--- config.mk ---
export PLATFORM = sky130hd
export DESIGN_NAME = vlcfg_unit
export DESIGN_NICKNAME = d
export VERILOG_FILES = /design/src/rtl/vlcfg_pkg.sv /design/src/rtl/vlcfg_decode.sv /design/src/rtl/vlcfg_narrow.sv /design/src/rtl/vlcfg_compute.sv /design/src/rtl/vlcfg_unit.sv
export SDC_FILE = /design/constraint.sdc
export NUM_CORES = 1
export LEC_CHECK = 0
export BUFFER_PORTS_ARGS = -buffer_cell sky130_fd_sc_hd__buf_2
export CORE_AREA = 2 2 98 100
export DETAILED_ROUTE_END_ITERATION = 10
export DIE_AREA = 0 0 100 102
export PLACE_DENSITY = 0.73
export SLEW_MARGIN = 20
export SYNTH_ARGS = -nofsm -noshare
export SYNTH_HDL_FRONTEND = slang
export SYNTH_SLANG_ARGS = --single-unit
export TNS_END_PERCENT = 50
--- constraint.sdc ---
create_clock -name clk -period 7.1 [get_ports clk]
set_input_delay 0.71 -clock clk [delete_from_list [all_inputs] [get_ports clk]]
set_output_delay 0.71 -clock clk [all_outputs]
set_load 0.005 [all_outputs]
--- src/rtl/vlcfg_pkg.sv ---
package vlcfg_pkg;

    localparam int INSN_W   = 32;
    localparam int REG_IDX_W = 5;
    localparam int IMM_W    = 7;
    localparam int SUBOP_W  = 5;
    localparam logic [SUBOP_W-1:0] SUBOP_VLCFG = 5'b11011;

    // LSB positions (bit 0 = least significant) of each field
    localparam int RT_LSB  = 21;
    localparam int RA_LSB  = 16;
    localparam int IMM_LSB = 9;
    localparam int MS_BIT  = 8;
    localparam int VS_BIT  = 7;
    localparam int VF_BIT  = 6;
    localparam int SUB_LSB = 1;
    localparam int RC_BIT  = 0;

    typedef enum logic [1:0] {
        K_NONE,
        K_CONFIG,
        K_STEP
    } insn_kind_e;

    typedef enum logic [1:0] {
        PH_IDLE,
        PH_CONFIG,
        PH_STEP
    } phase_e;

    typedef struct packed {
        logic [REG_IDX_W-1:0] rt;
        logic [REG_IDX_W-1:0] ra;
        logic [IMM_W-1:0]     imm;
        logic                 ms;
        logic                 vs;
        logic                 vf;
        logic                 rc;
    } cfg_fields_t;

endpackage

--- src/rtl/vlcfg_decode.sv ---
module vlcfg_decode
    import vlcfg_pkg::*;
(
    input  logic              insn_valid,
    input  logic [INSN_W-1:0] insn,
    output cfg_fields_t       fields,
    output insn_kind_e        kind
);

    logic [SUBOP_W-1:0] subop;

    always_comb begin
        fields.rt  = insn[RT_LSB  +: REG_IDX_W];
        fields.ra  = insn[RA_LSB  +: REG_IDX_W];
        fields.imm = insn[IMM_LSB +: IMM_W];
        fields.ms  = insn[MS_BIT];
        fields.vs  = insn[VS_BIT];
        fields.vf  = insn[VF_BIT];
        fields.rc  = insn[RC_BIT];
        subop      = insn[SUB_LSB +: SUBOP_W];
    end

    always_comb begin
        kind = K_NONE;
        if (insn_valid && subop == SUBOP_VLCFG) begin
            unique case ({fields.vf, fields.vs, fields.ms})
                3'b100:  kind = K_STEP;
                default: kind = K_CONFIG;
            endcase
        end
    end

endmodule

--- src/rtl/vlcfg_narrow.sv ---
module vlcfg_narrow #(
    parameter int IN_W  = 64,
    parameter int OUT_W = 7
) (
    input  logic [IN_W-1:0]  din,
    output logic [OUT_W-1:0] dout
);

    generate
        if (IN_W > OUT_W) begin : g_sat
            logic over;
            assign over = |din[IN_W-1:OUT_W];
            assign dout = over ? {OUT_W{1'b1}} : din[OUT_W-1:0];
        end else if (IN_W == OUT_W) begin : g_pass
            assign dout = din;
        end else begin : g_ext
            assign dout = {{(OUT_W-IN_W){1'b0}}, din};
        end
    endgenerate

endmodule

--- src/rtl/vlcfg_compute.sv ---
module vlcfg_compute
    import vlcfg_pkg::*;
#(
    parameter int XLEN  = 64,
    parameter int LEN_W = 7
) (
    input  cfg_fields_t      fields,
    input  logic [XLEN-1:0]  ra_val,
    input  logic [XLEN-1:0]  ctr_val,
    input  logic [LEN_W-1:0] mvl_cur,
    input  logic [LEN_W-1:0] vl_cur,
    output logic [LEN_W-1:0] mvl_new,
    output logic [LEN_W-1:0] vl_new
);

    localparam int IMMP_W = IMM_W + 1;

    logic [IMMP_W-1:0] imm_plus;
    logic [LEN_W-1:0]  imm_len;
    logic [LEN_W-1:0]  ra_len;
    logic [LEN_W-1:0]  ctr_len;
    logic [LEN_W-1:0]  vl_req;
    logic              ra_nz;
    logic              rt_nz;

    assign imm_plus = {1'b0, fields.imm} + IMMP_W'(1);
    assign ra_nz    = |fields.ra;
    assign rt_nz    = |fields.rt;

    vlcfg_narrow #(.IN_W(IMMP_W), .OUT_W(LEN_W)) u_imm (
        .din  (imm_plus),
        .dout (imm_len)
    );

    vlcfg_narrow #(.IN_W(XLEN), .OUT_W(LEN_W)) u_ra (
        .din  (ra_val),
        .dout (ra_len)
    );

    vlcfg_narrow #(.IN_W(XLEN), .OUT_W(LEN_W)) u_ctr (
        .din  (ctr_val),
        .dout (ctr_len)
    );

    always_comb begin
        mvl_new = fields.ms ? imm_len : mvl_cur;
    end

    always_comb begin
        if (!fields.vs) begin
            vl_req = vl_cur;
        end else begin
            unique case ({ra_nz, rt_nz})
                2'b00:   vl_req = imm_len;
                2'b01:   vl_req = ctr_len;
                default: vl_req = ra_len;
            endcase
        end
    end

    always_comb begin
        vl_new = (vl_req < mvl_new) ? vl_req : mvl_new;
    end

endmodule

--- src/rtl/vlcfg_unit.sv ---
module vlcfg_unit
    import vlcfg_pkg::*;
#(
    parameter int XLEN  = 64,
    parameter int LEN_W = 7
) (
    input  logic                 clk,
    input  logic                 rst_n,
    input  logic                 insn_valid,
    input  logic [INSN_W-1:0]    insn,
    input  logic [XLEN-1:0]      ra_val,
    input  logic [XLEN-1:0]      ctr_val,
    output logic [LEN_W-1:0]     mvl,
    output logic [LEN_W-1:0]     vl,
    output logic                 vfirst,
    output logic                 rt_we,
    output logic [REG_IDX_W-1:0] rt_idx,
    output logic [XLEN-1:0]      rt_data,
    output logic                 cr0_we,
    output logic [3:0]           cr0,
    output logic                 step_req
);

    localparam int PAD_W = XLEN - LEN_W;

    cfg_fields_t      fields;
    insn_kind_e       kind;
    logic [LEN_W-1:0] mvl_calc;
    logic [LEN_W-1:0] vl_calc;

    phase_e               phase_q, phase_d;
    logic [LEN_W-1:0]     mvl_q, mvl_d;
    logic [LEN_W-1:0]     vl_q, vl_d;
    logic                 vf_q, vf_d;
    logic [REG_IDX_W-1:0] rt_q, rt_d;
    logic                 rc_q, rc_d;

    vlcfg_decode u_dec (
        .insn_valid (insn_valid),
        .insn       (insn),
        .fields     (fields),
        .kind       (kind)
    );

    vlcfg_compute #(.XLEN(XLEN), .LEN_W(LEN_W)) u_cmp (
        .fields  (fields),
        .ra_val  (ra_val),
        .ctr_val (ctr_val),
        .mvl_cur (mvl_q),
        .vl_cur  (vl_q),
        .mvl_new (mvl_calc),
        .vl_new  (vl_calc)
    );

    // next-state selection
    always_comb begin
        phase_d = PH_IDLE;
        mvl_d   = mvl_q;
        vl_d    = vl_q;
        vf_d    = vf_q;
        rt_d    = rt_q;
        rc_d    = rc_q;
        unique case (kind)
            K_CONFIG: begin
                phase_d = PH_CONFIG;
                mvl_d   = mvl_calc;
                vl_d    = vl_calc;
                vf_d    = fields.vf;
                rt_d    = fields.rt;
                rc_d    = fields.rc;
            end
            K_STEP: begin
                phase_d = PH_STEP;
            end
            default: begin
                phase_d = PH_IDLE;
            end
        endcase
    end

    // state register
    always_ff @(posedge clk) begin
        if (!rst_n) begin
            phase_q <= PH_IDLE;
            mvl_q   <= '0;
            vl_q    <= '0;
            vf_q    <= 1'b0;
            rt_q    <= '0;
            rc_q    <= 1'b0;
        end else begin
            phase_q <= phase_d;
            mvl_q   <= mvl_d;
            vl_q    <= vl_d;
            vf_q    <= vf_d;
            rt_q    <= rt_d;
            rc_q    <= rc_d;
        end
    end

    // outputs from phase
    always_comb begin
        rt_we    = 1'b0;
        rt_idx   = '0;
        rt_data  = '0;
        cr0_we   = 1'b0;
        cr0      = 4'b0000;
        step_req = 1'b0;
        unique case (phase_q)
            PH_CONFIG: begin
                if (|rt_q) begin
                    rt_we   = 1'b1;
                    rt_idx  = rt_q;
                    rt_data = {{PAD_W{1'b0}}, vl_q};
                end
                if (rc_q) begin
                    cr0_we = 1'b1;
                    cr0    = {2'b00, (vl_q == '0), 1'b0};
                end
            end
            PH_STEP: begin
                step_req = 1'b1;
            end
            default: begin
                step_req = 1'b0;
            end
        endcase
    end

    assign mvl    = mvl_q;
    assign vl     = vl_q;
    assign vfirst = vf_q;

endmodule

* After elaboration in Yosys (flattened, before gate mapping)
Index checks and enable logic that the tools add are counted.
Word-level totals: register bits 23, latch bits 0, memory bits (writable) 0, memory bits (read-only) 0, bits of input ports 163, output and inout port bits 91, word-level logic and storage cells 44, memories kept 0
Cells by class: $add $sub $neg 1, multipliers 0, divide/modulo/power cells 0, order comparisons 1, equal/unequal tests 7, shifts and indexed selects 0, mux-type cells 21, bitwise gates (word level) 0, reductions and logical operators 8
Operators with widths (count):
- 57-bit OR reduction | 2
- 7-bit 2-to-1 mux | 8
- 5-bit OR reduction | 3
- 7-bit one-hot mux with 2 select lines | 1
- 5-bit 2-to-1 mux | 2
- 7-bit by 1-bit adder with 8-bit output, second input constant | 1
- 2-bit 2-to-1 mux | 4
- 7-bit zero test | 1
- 7-bit less-than comparator | 1
- 2-bit by 1-bit == test with 1-bit output, second input constant | 3
- 5-bit == test, second input constant | 1
- 1-bit 2-to-1 mux | 5
- 2-bit == test, second input constant | 2
- 2-bit one-hot mux with 2 select lines | 1
- 3-bit == test, second input constant | 1
- 2-bit zero test | 1
- 1-bit logical AND | 1

* Logic depth before layout (Yosys ltp)
Gate-level depths: netlist of the first run.
word-level depth 6, mapped depth 15, gate-level depth less buffers 14

* Hierarchy
From an unflattened synthesis of the first run, not the netlist that was laid out.
Second synthesis, totals: cell total of the unflattened synthesis 393, area, all modules 2884.0 sq um
By module, submodules not included:
- vlcfg_unit | instances 1, cells each 178, area an instance 1416.4 sq um, sequential area each 460.4 sq um
- vlcfg_compute | instances 1, cells each 105, area an instance 740.7 sq um, sequential area each 0.0 sq um
- vlcfg_narrow (u_cmp.u_ctr ...) | instances 2, cells each 38, area an instance 231.5 sq um, sequential area each 0.0 sq um
- vlcfg_decode | instances 1, cells each 27, area an instance 220.2 sq um, sequential area each 0.0 sq um
- vlcfg_narrow (u_cmp.u_imm) | instances 1, cells each 7, area an instance 43.8 sq um, sequential area each 0.0 sq um

* Least setup slack after synthesis of the first run
No wires, ideal clock.
kind input to register, start in ctr_val[42], end reg vl_q[1] (netlist: vl[1]), setup time 132 ps, data arrival time 3279 ps, slack 3690 ps, stages 15, path buffers 1, path through nor4_1 -> nand2_1 -> nor4_2 -> nand3_1 -> o221ai_1 -> o2bb2ai_1 -> ha_1 -> a21o_1 -> a21o_1 -> a21oi_1 -> nand3_1 -> o21ai_2 -> buf_6 -> mux2i_1 -> a21oi_1
Between the ends: longest elaborated chain between the ends 6
RTL lines:
- start, declared | RTL line vlcfg_unit.sv:12 | input logic [XLEN-1:0] ctr_val,
- 57-bit OR reduction (*) | RTL line vlcfg_narrow.sv:12 | assign over = |din[IN_W-1:OUT_W];
- 7-bit 2-to-1 mux (*) | RTL line vlcfg_narrow.sv:13 | assign dout = over ? {OUT_W{1'b1}} : din[OUT_W-1:0];
- 7-bit one-hot mux with 2 select lines (*) | RTL line vlcfg_compute.sv:53 | unique case ({ra_nz, rt_nz})
- 7-bit 2-to-1 mux (*) | RTL line vlcfg_compute.sv:50 | if (!fields.vs) begin
- 7-bit less-than comparator | RTL line vlcfg_compute.sv:62 | vl_new = (vl_req < mvl_new) ? vl_req : mvl_new;
- 7-bit 2-to-1 mux (*) | RTL line vlcfg_compute.sv:62
- end signal, assigned | RTL line vlcfg_unit.sv:93 | vl_q <= vl_d;
- end, declared | RTL line vlcfg_unit.sv:33 | logic [LEN_W-1:0] vl_q, vl_d;
Mark *: on every way between the ends. The rest lies on a longest branch, timed or not. A chain may end at the register's enable or synchronous reset.

* Final worst setup path of the first run
start in ctr_val[41], end reg vl_q[2] (netlist: vl[2])
Same word-level chain as after synthesis.

==> impl_summary.txt, run 1 <==
----------------------------------------------------
[Status]
  Run status ... finished, final reports clean

[Worst setup path]
  Worst setup path category ... in -> reg
  Largest fanout of any net on the critical path ... 12
  Sort of element at the end of the critical path ... register
  Arrival time at the worst endpoint ... 4.14 ns
  Worst Setup Start Kind ... input pin
  Required time of the critical path ... 7.27 ns

[Power]
  Worst IR Drop VDD ... 56.81 uV
  Switch share ... 31.62%
  Leakage ... 1.650 nW
  Sequential share of power ... 41.0%
  Power per Cell Area ... 98.84 mW/mm^2
  Reported net switching power ... 0.1009 mW
  Cell-internal power ... 0.2181 mW
  Fraction of power consumed by the clock network ... 26.8%
  Part of the total power dissipated in combinational logic ... 32.2%

[Yosys]
  Warning count from the yosys run ... 0
  Post-Synth Simple-Gate Area ... 35.24%
  Ys flop type ... sky130_fd_sc_hd__dfxtp_1
  Share of cell area taken by muxes after synthesis ... 2.544%
  Fraction of synthesis flops using an asynchronous set or reset pin ... 0%
  Cell area after technology mapping ... 0.002361 sq mm
  Number of enable flip-flop cells after synthesis ... 0
  Mean instance size in the synthesized netlist ... 7.355 sq um
  Combinational family with the most area after synthesis ... simple AND/OR/NAND/NOR gates
  Sequential fraction of the synthesis area ... 19.50%
  Compound-cell area share of the yosys netlist ... 16.11%
  Fraction of the mapped netlist area in adder cells ... 3.710%
  Post-synth cell types ... 49
  Post-synthesis register bit count ... 23
  Cells after Synth ... 321
  Xor/xnor share of the synthesized area ... 1.113%

[CTS]
  Clk sink count ... 23
  Total of hold buffers inserted after clock tree synthesis ... 0
  Number of levels the H-tree was split into ... 1
  TritonCTS clock tree ... yes
  Buffers inserted during post-CTS setup optimization ... 0
  CTS clock-pin slew for the worst setup and hold paths ... 0.09 ns
  Clock latency on the worst-skew pair ... 0.27 ns
  CTS Buf Count ... 3
  Number of resized instances in the post-cts repair step ... 0
  Root cell of the clock tree ... sky130_fd_sc_hd__clkbuf_8
  Buffer depth of the longest clock path ... 2

[Cells and area]
  Most common cell after layout, fill and taps aside ... sky130_fd_sc_hd__buf_2
  Commonest cells after routing, fill and taps aside ... 187 x sky130_fd_sc_hd__buf_2, 60 x sky130_fd_sc_hd__conb_1, 40 x sky130_fd_sc_hd__nand2_1, 27 x sky130_fd_sc_hd__nor4_1, 24 x sky130_fd_sc_hd__nor2_1
  Utilization after layout ... 35.43%
  Non-Filler Instances ... 615
  Filler cell count ... 984
  Layout Cell Area excl Fill ... 0.003227 sq mm
  Share of layout cells above drive strength 1 ... 40.36%
  Layout Nets ... 674
  Area delta synth->final ... 36.67%

[Worst hold path]
  Class of the worst hold path ... reg -> reg

[Global route]
  Number of global-route vias before repair ... 2,744
  Maximum number of pins on one net before global-route repair ... 26
  Number of antenna violations at the first check in global routing ... 1
  Global route overflow ... 0
  Global-route wire length before repair ... 13.84 mm
  Gr usage total ... 17.05%

[STA]
  Fin. max-slew vios ... 0
  Part of the cycle the worst path needs ... 56.00%
  Worst Tran Pin Value ... 0.6413 ns
  Worst clock skew ... 0.004712 ns
  Final-layout worst hold slack ... 0.4456 ns
  Max transition margin ... 57.25%
  Post-route minimum period ... 3.976 ns
  Hold Fails Final Rpt ... 0
  Final setup viols ... 0
  Fmax ... 0.2515 GHz
  RSZ-0062 raised after global routing ... false
  Sum Neg Setup Slack ... 0 ns

[Detailed routing]
  Number of design rule violations left after detail routing ... 0
  Residual antenna-violating net count after detailed routing ... 0
  Routed wire length ... 9.127 mm
  Wirelength per Cell ... 14.84 microns
  Vias per cell ... 4.711
  Detailed-route via count ... 2,897
  Iteration count of the initial detailed-routing pass ... 4
  Initial drt markers ... 125

[Floorplan]
  Die Area ... 0.01020 sq mm
  Standard-cell row count ... 35
  Initial core utilization ... 25.92%
  Die height ... 102 microns
  I/O pin total ... 254
  Horizontal die dimension ... 100 microns
  Area inside the core boundary ... 0.009109 sq mm

[Placed design]
  Detailed placement HPWL ... 7.893 mm
  Instance area after placement ... 0.003179 sq mm
  PortBufs ... 187
  Placed Instances ... 610
  Routability cong. ... 0.8845

[Flow run]
  Max-Cap Viols ... 0

----------------------------------------------------
## worst max-delay path: stages
cell and delay (ns):
sky130_fd_sc_hd__buf_2 0.11, sky130_fd_sc_hd__nor4_1 0.26, sky130_fd_sc_hd__nand2_1 0.10, sky130_fd_sc_hd__nor4_2 0.42, sky130_fd_sc_hd__nand3_1 0.27, sky130_fd_sc_hd__o221ai_1 0.30
sky130_fd_sc_hd__o2bb2ai_1 0.15, sky130_fd_sc_hd__ha_1 0.31, sky130_fd_sc_hd__a21o_1 0.16, sky130_fd_sc_hd__a21o_1 0.16, sky130_fd_sc_hd__a21oi_1 0.21, sky130_fd_sc_hd__nand3_1 0.11
sky130_fd_sc_hd__o21ai_2 0.48, sky130_fd_sc_hd__nor3_1 0.10, sky130_fd_sc_hd__a311o_1 0.28
## through the flow
step	setup WS, ns	total power, mW
3_3_place_gp	2.823	0.2336
6_report	3.124	0.3190
5_1_grt	2.751	0.3364
2_1_floorplan	3.690	0.2019
4_1_cts	3.079	0.3174
3_5_place_dp	2.813	0.2347
## power by group through the flow
stage          sequential [mW]  clock, mW  combinational, mW
2_1_floorplan            0.134          0             0.0683
3_3_place_gp             0.134          0             0.0998
3_5_place_dp             0.134          0              0.101
5_1_grt                  0.131     0.0907              0.115
6_report                 0.131     0.0855              0.103
4_1_cts                  0.131     0.0851              0.101
## per-layer routing
layer | up-vias | track usage [%] | wire, microns
met3 | 8 | 3.010 | 591
met4 | 0 | 1.791 | 76
met2 | 135 | 30.04 | 4352
met1 | 1344 | 22.64 | 4107
li1 | 1410 | - | -
met5 | - | 0 | 0
## Yosys cell counts, drive strengths merged, types with 2 or more instances
library cell	number	area (sq um)
o221ai	3	26.28
nor2	25	96.35
dfxtp	23	460.4
nor2b	2	12.51
o21ai	6	37.54
and3	4	25.02
mux2i	6	60.06
or4	3	26.27
nand2	40	150.1
o22ai	2	12.51
a21o	2	15.01
nor4	31	212.7
a21boi	10	75.07
nand4	6	37.54
inv	5	18.77
o31ai	2	15.01
ha	7	87.58
o21a	2	15.01
clkbuf	8	30.03
a21oi	6	33.78
o2bb2ai	3	26.28
nor3	7	40.04
a31oi	2	12.51
buf	61	461.7
xnor2	2	17.52
nand3	16	85.08
o311ai	4	35.03
and2	17	106.4
nand2b	2	12.51
o211a	3	30.03
## path summary, 6_finish.rpt
check         startpoint    end  slack, ns  cells past startpoint
max          ctr_val[41]  vl[2]       3.12                     15
min                 rc_q   rc_q       0.45                      2
max reg2reg       mvl[4]  vl[2]       4.48                      9
min reg2reg         rc_q   rc_q       0.45                      2
## state kept, by name, indices dropped and copies added (netlist names)
signal	count
vfirst	1
rc_q	1
mvl	7
vl	7
phase_q	2
rt_q	5
## logic make-up (layout without fill, tap and decap cells)
| logic type | Yosys count | in the layout |
|---|---|---|
| buf+inv | 74 | 197 |
| xor+xnor | 3 | 3 |
| compound gates | 50 | 50 |
| flops | 23 | 23 |
| fa+ha+maj | 7 | 7 |
| other cells | 1 | 61 |
| simple gates | 157 | 157 |
| mux | 6 | 6 |
## area by class of cell
class	count	area [sq um]	area share [%]
well taps	111	138.9	4.304
multi-input cells	283	1618	50.14
repair buffers	188	943.4	29.24
inverters	5	18.77	0.5816
diodes	1	2.502	0.07755
flip-flops and latches	23	460.4	14.27
clock buffers	4	45.04	1.396
No activity file was read; power rests on OpenSTA's default activity.
==> inputs of run 2 (changes only) <==
ABC_AREA = 1   (was unset)
CORE_AREA = 2 2 97 99   (was 2 2 98 100)
DIE_AREA = 0 0 99 101   (was 0 0 100 102)
PLACE_DENSITY = 0.77   (was 0.73)
clock period = 4 ns   (was 7.1 ns; I/O delays follow)
==> impl_summary.txt, run 2 <==
----------------------------------------------------
[Status]
  Run status ... finished, final reports clean

[Detailed routing]
  Initial drt markers ... 69
  Iteration count of the initial detailed-routing pass ... 4
  Routed wire length ... 8.180 mm
  Number of design rule violations left after detail routing ... 0
  Wirelength per Cell ... 11.36 microns
  Vias per cell ... 4.311
  Detailed-route via count ... 3,104
  Residual antenna-violating net count after detailed routing ... 0

[Yosys]
  Post-synth cell types ... 38
  Sequential fraction of the synthesis area ... 17.86%
  Most frequent cell after synthesis ... sky130_fd_sc_hd__nor2_1
  Share of the synthesized area in the top cell type ... 17.86%
  Fraction of synthesis flops using an asynchronous set or reset pin ... 0%
  Ys flop type ... sky130_fd_sc_hd__dfxtp_1
  Yosys top cell by area ... sky130_fd_sc_hd__dfxtp_1
  Warning count from the yosys run ... 0
  Cells after Synth ... 423
  Top cells by area in the synthesized netlist ... sky130_fd_sc_hd__dfxtp_1 18%, sky130_fd_sc_hd__buf_4 18%, sky130_fd_sc_hd__nor2_1 14%
  Mean instance size in the synthesized netlist ... 6.093 sq um
  Post-synth top cells ... 94 x sky130_fd_sc_hd__nor2_1, 69 x sky130_fd_sc_hd__nand2_1, 61 x sky130_fd_sc_hd__buf_4
  Post-synthesis register bit count ... 23
  Cell area after technology mapping ... 0.002577 sq mm
  Number of enable flip-flop cells after synthesis ... 0

[Worst setup path]
  Cell with the largest stage delay on the worst path ... sky130_fd_sc_hd__a211oi_4
  Required time of the critical path ... 4.19 ns
  Worst setup path category ... in -> reg
  Largest fanout of any net on the critical path ... 8
  Cells along the critical path ... buf_2, nor3_2, nand2_2, a31oi_1, nand3_1, o221ai_1, o21ai_1, ha_1, a21oi_1, nor2_1, a211oi_4, nand2_4, nand2_1, nand3_1, a21oi_1
  Sort of element at the end of the critical path ... register
  Peak per-stage delay on the critical path ... 0.36 ns
  Worst Setup Start Kind ... input pin
  Arrival time at the worst endpoint ... 3.08 ns

[Cells and area]
  Share of layout cells above drive strength 1 ... 35.63%
  Commonest cells after routing, fill and taps aside ... 187 x sky130_fd_sc_hd__buf_2, 94 x sky130_fd_sc_hd__nor2_1, 69 x sky130_fd_sc_hd__nand2_1, 60 x sky130_fd_sc_hd__conb_1, 35 x sky130_fd_sc_hd__inv_1
  Most common cell after layout, fill and taps aside ... sky130_fd_sc_hd__buf_2
  Area delta synth->final ... 33.20%
  Number of antenna repair diodes ... 0
  Utilization after layout ... 38.24%
  Layout Cell Area excl Fill ... 0.003433 sq mm
  Layout Nets ... 780

[STA]
  RSZ-0062 raised after global routing ... false
  Worst clock skew ... 0.006468 ns
  Part of the cycle the worst path needs ... 72.22%
  Fmax ... 0.3462 GHz
  Post-route minimum period ... 2.889 ns
  Fin. max-slew vios ... 0
  Final-layout worst hold slack ... 0.4173 ns
  Worst Tran Pin Value ... 0.7972 ns
  Hold Fails Final Rpt ... 0
  Max transition margin ... 46.80%
  Sum Neg Setup Slack ... 0 ns
  Final setup viols ... 0

[Flow run]
  Max-Cap Viols ... 0

[Placed design]
  Detailed placement HPWL ... 7.201 mm
  Instance area after placement ... 0.003387 sq mm
  Routability cong. ... 0.8901
  PortBufs ... 187

[Floorplan]
  Area inside the core boundary ... 0.008977 sq mm
  I/O pin total ... 254
  Die height ... 101 microns
  Die Area ... 0.009999 sq mm
  Initial core utilization ... 28.71%
  Horizontal die dimension ... 99 microns
  Standard-cell row count ... 35

[CTS]
  Clock latency on the worst-skew pair ... 0.27 ns
  Number of resized instances in the post-cts repair step ... 0
  Buffer depth of the longest clock path ... 2
  CTS Buf Count ... 3
  TritonCTS clock tree ... yes
  Clk sink count ... 23
  Number of levels the H-tree was split into ... 1
  CTS clock-pin slew for the worst setup and hold paths ... 0.08 ns
  Buffers inserted during post-CTS setup optimization ... 0
  Total of hold buffers inserted after clock tree synthesis ... 0
  Root cell of the clock tree ... sky130_fd_sc_hd__clkbuf_8

[Global route]
  Number of antenna violations at the first check in global routing ... 0
  Number of global-route vias before repair ... 2,855
  Gr usage total ... 15.89%
  Global route overflow ... 0
  Maximum number of pins on one net before global-route repair ... 23
  Global-route wire length before repair ... 12.85 mm

[Power]
  Worst IR Drop VDD ... 111.7 uV
  Power per Cell Area ... 169.6 mW/mm^2
  Leakage ... 1.858 nW

[Worst hold path]
  Class of the worst hold path ... in -> reg

----------------------------------------------------
[run 2: changes by cell type after synthesis, sizes merged, moves of 6 or more]
cell / change
a21boi: -10
a21oi: +17
and2: -17
clkbuf: -6
inv: +35
nand2: +36
nand3: +11
nor2: +75
nor4: -29
o21ai: +18
[run 2: area by class of cell]
class / instances / area (sq um)
sequential: 23 / 460.4
tap: 111 / 138.9
clock inverter: 1 / 5.005
inverter: 42 / 171.4
timing repair buffer: 187 / 935.9
clock buffer: 3 / 41.29
fill: 1012 / 5544
multi-input combinational: 353 / 1680
[run 2: worst paths after layout]
| path | start | endpoint | slack [ns] | depth (start not counted) |
|---|---|---|---|---|
| worst min register to register | rt_q[4] | rt_q[4] | 0.48 | 2 |
| worst max-delay path | insn[17] | vl[2] | 1.11 | 15 |
| worst max register to register | mvl[4] | vl[2] | 1.92 | 9 |
| worst min-delay path | insn[0] | rc_q | 0.42 | 3 |
[run 2: logic make-up (layout without fill, tap and decap cells)]
logic type	after synthesis	count (layout)	synth area share, %
muxes	4	4	1.553
AOI/OAI and AO/OA	58	58	13.69
adders and majority gates	7	7	3.398
other	1	60	0.1455
and+or+nand+nor	222	222	37.14
buffers and inverters	106	233	25.53
DFF	23	23	17.86
xor gates and xnor gates	2	2	0.6797
[run 2: power by group]
part           switching, mW  internal [mW]  total [mW]
sequential           0.00137          0.231       0.232
combinational          0.107         0.0958       0.202
clock                 0.0778         0.0697       0.147
[run 2: worst max-delay path: cells and delay by family]
kind | cells | cell delay (ns)
AND/OR/NAND/NOR | 7 | 0.89
adder cells (fa/ha/maj) | 1 | 0.30
AO/OA/AOI/OAI | 6 | 1.37
buffers and inverters | 1 | 0.10
[run 2: routing by layer]
metal / global-route usage, % / share of wire [%] / routed length (microns)
met1: 18.63 / 40 / 3269
met2: 29.63 / 49 / 3996
met3: 3.537 / 9.9 / 807
met4: 3.161 / 1.3 / 107
met5: 0 / 0 / 0
[run 2: per-stage QoR]
stage / worst slack, ns / cells / power, mW
floorplan: 1.414 / 482 / 0.3822
global placement: 0.8524 / 716 / 0.4369
detailed placement: 0.7742 / 716 / 0.4394
CTS: 1.034 / 720 / 0.5890
global route: 0.6974 / 720 / 0.6310
finish: 1.111 / 720 / 0.5822
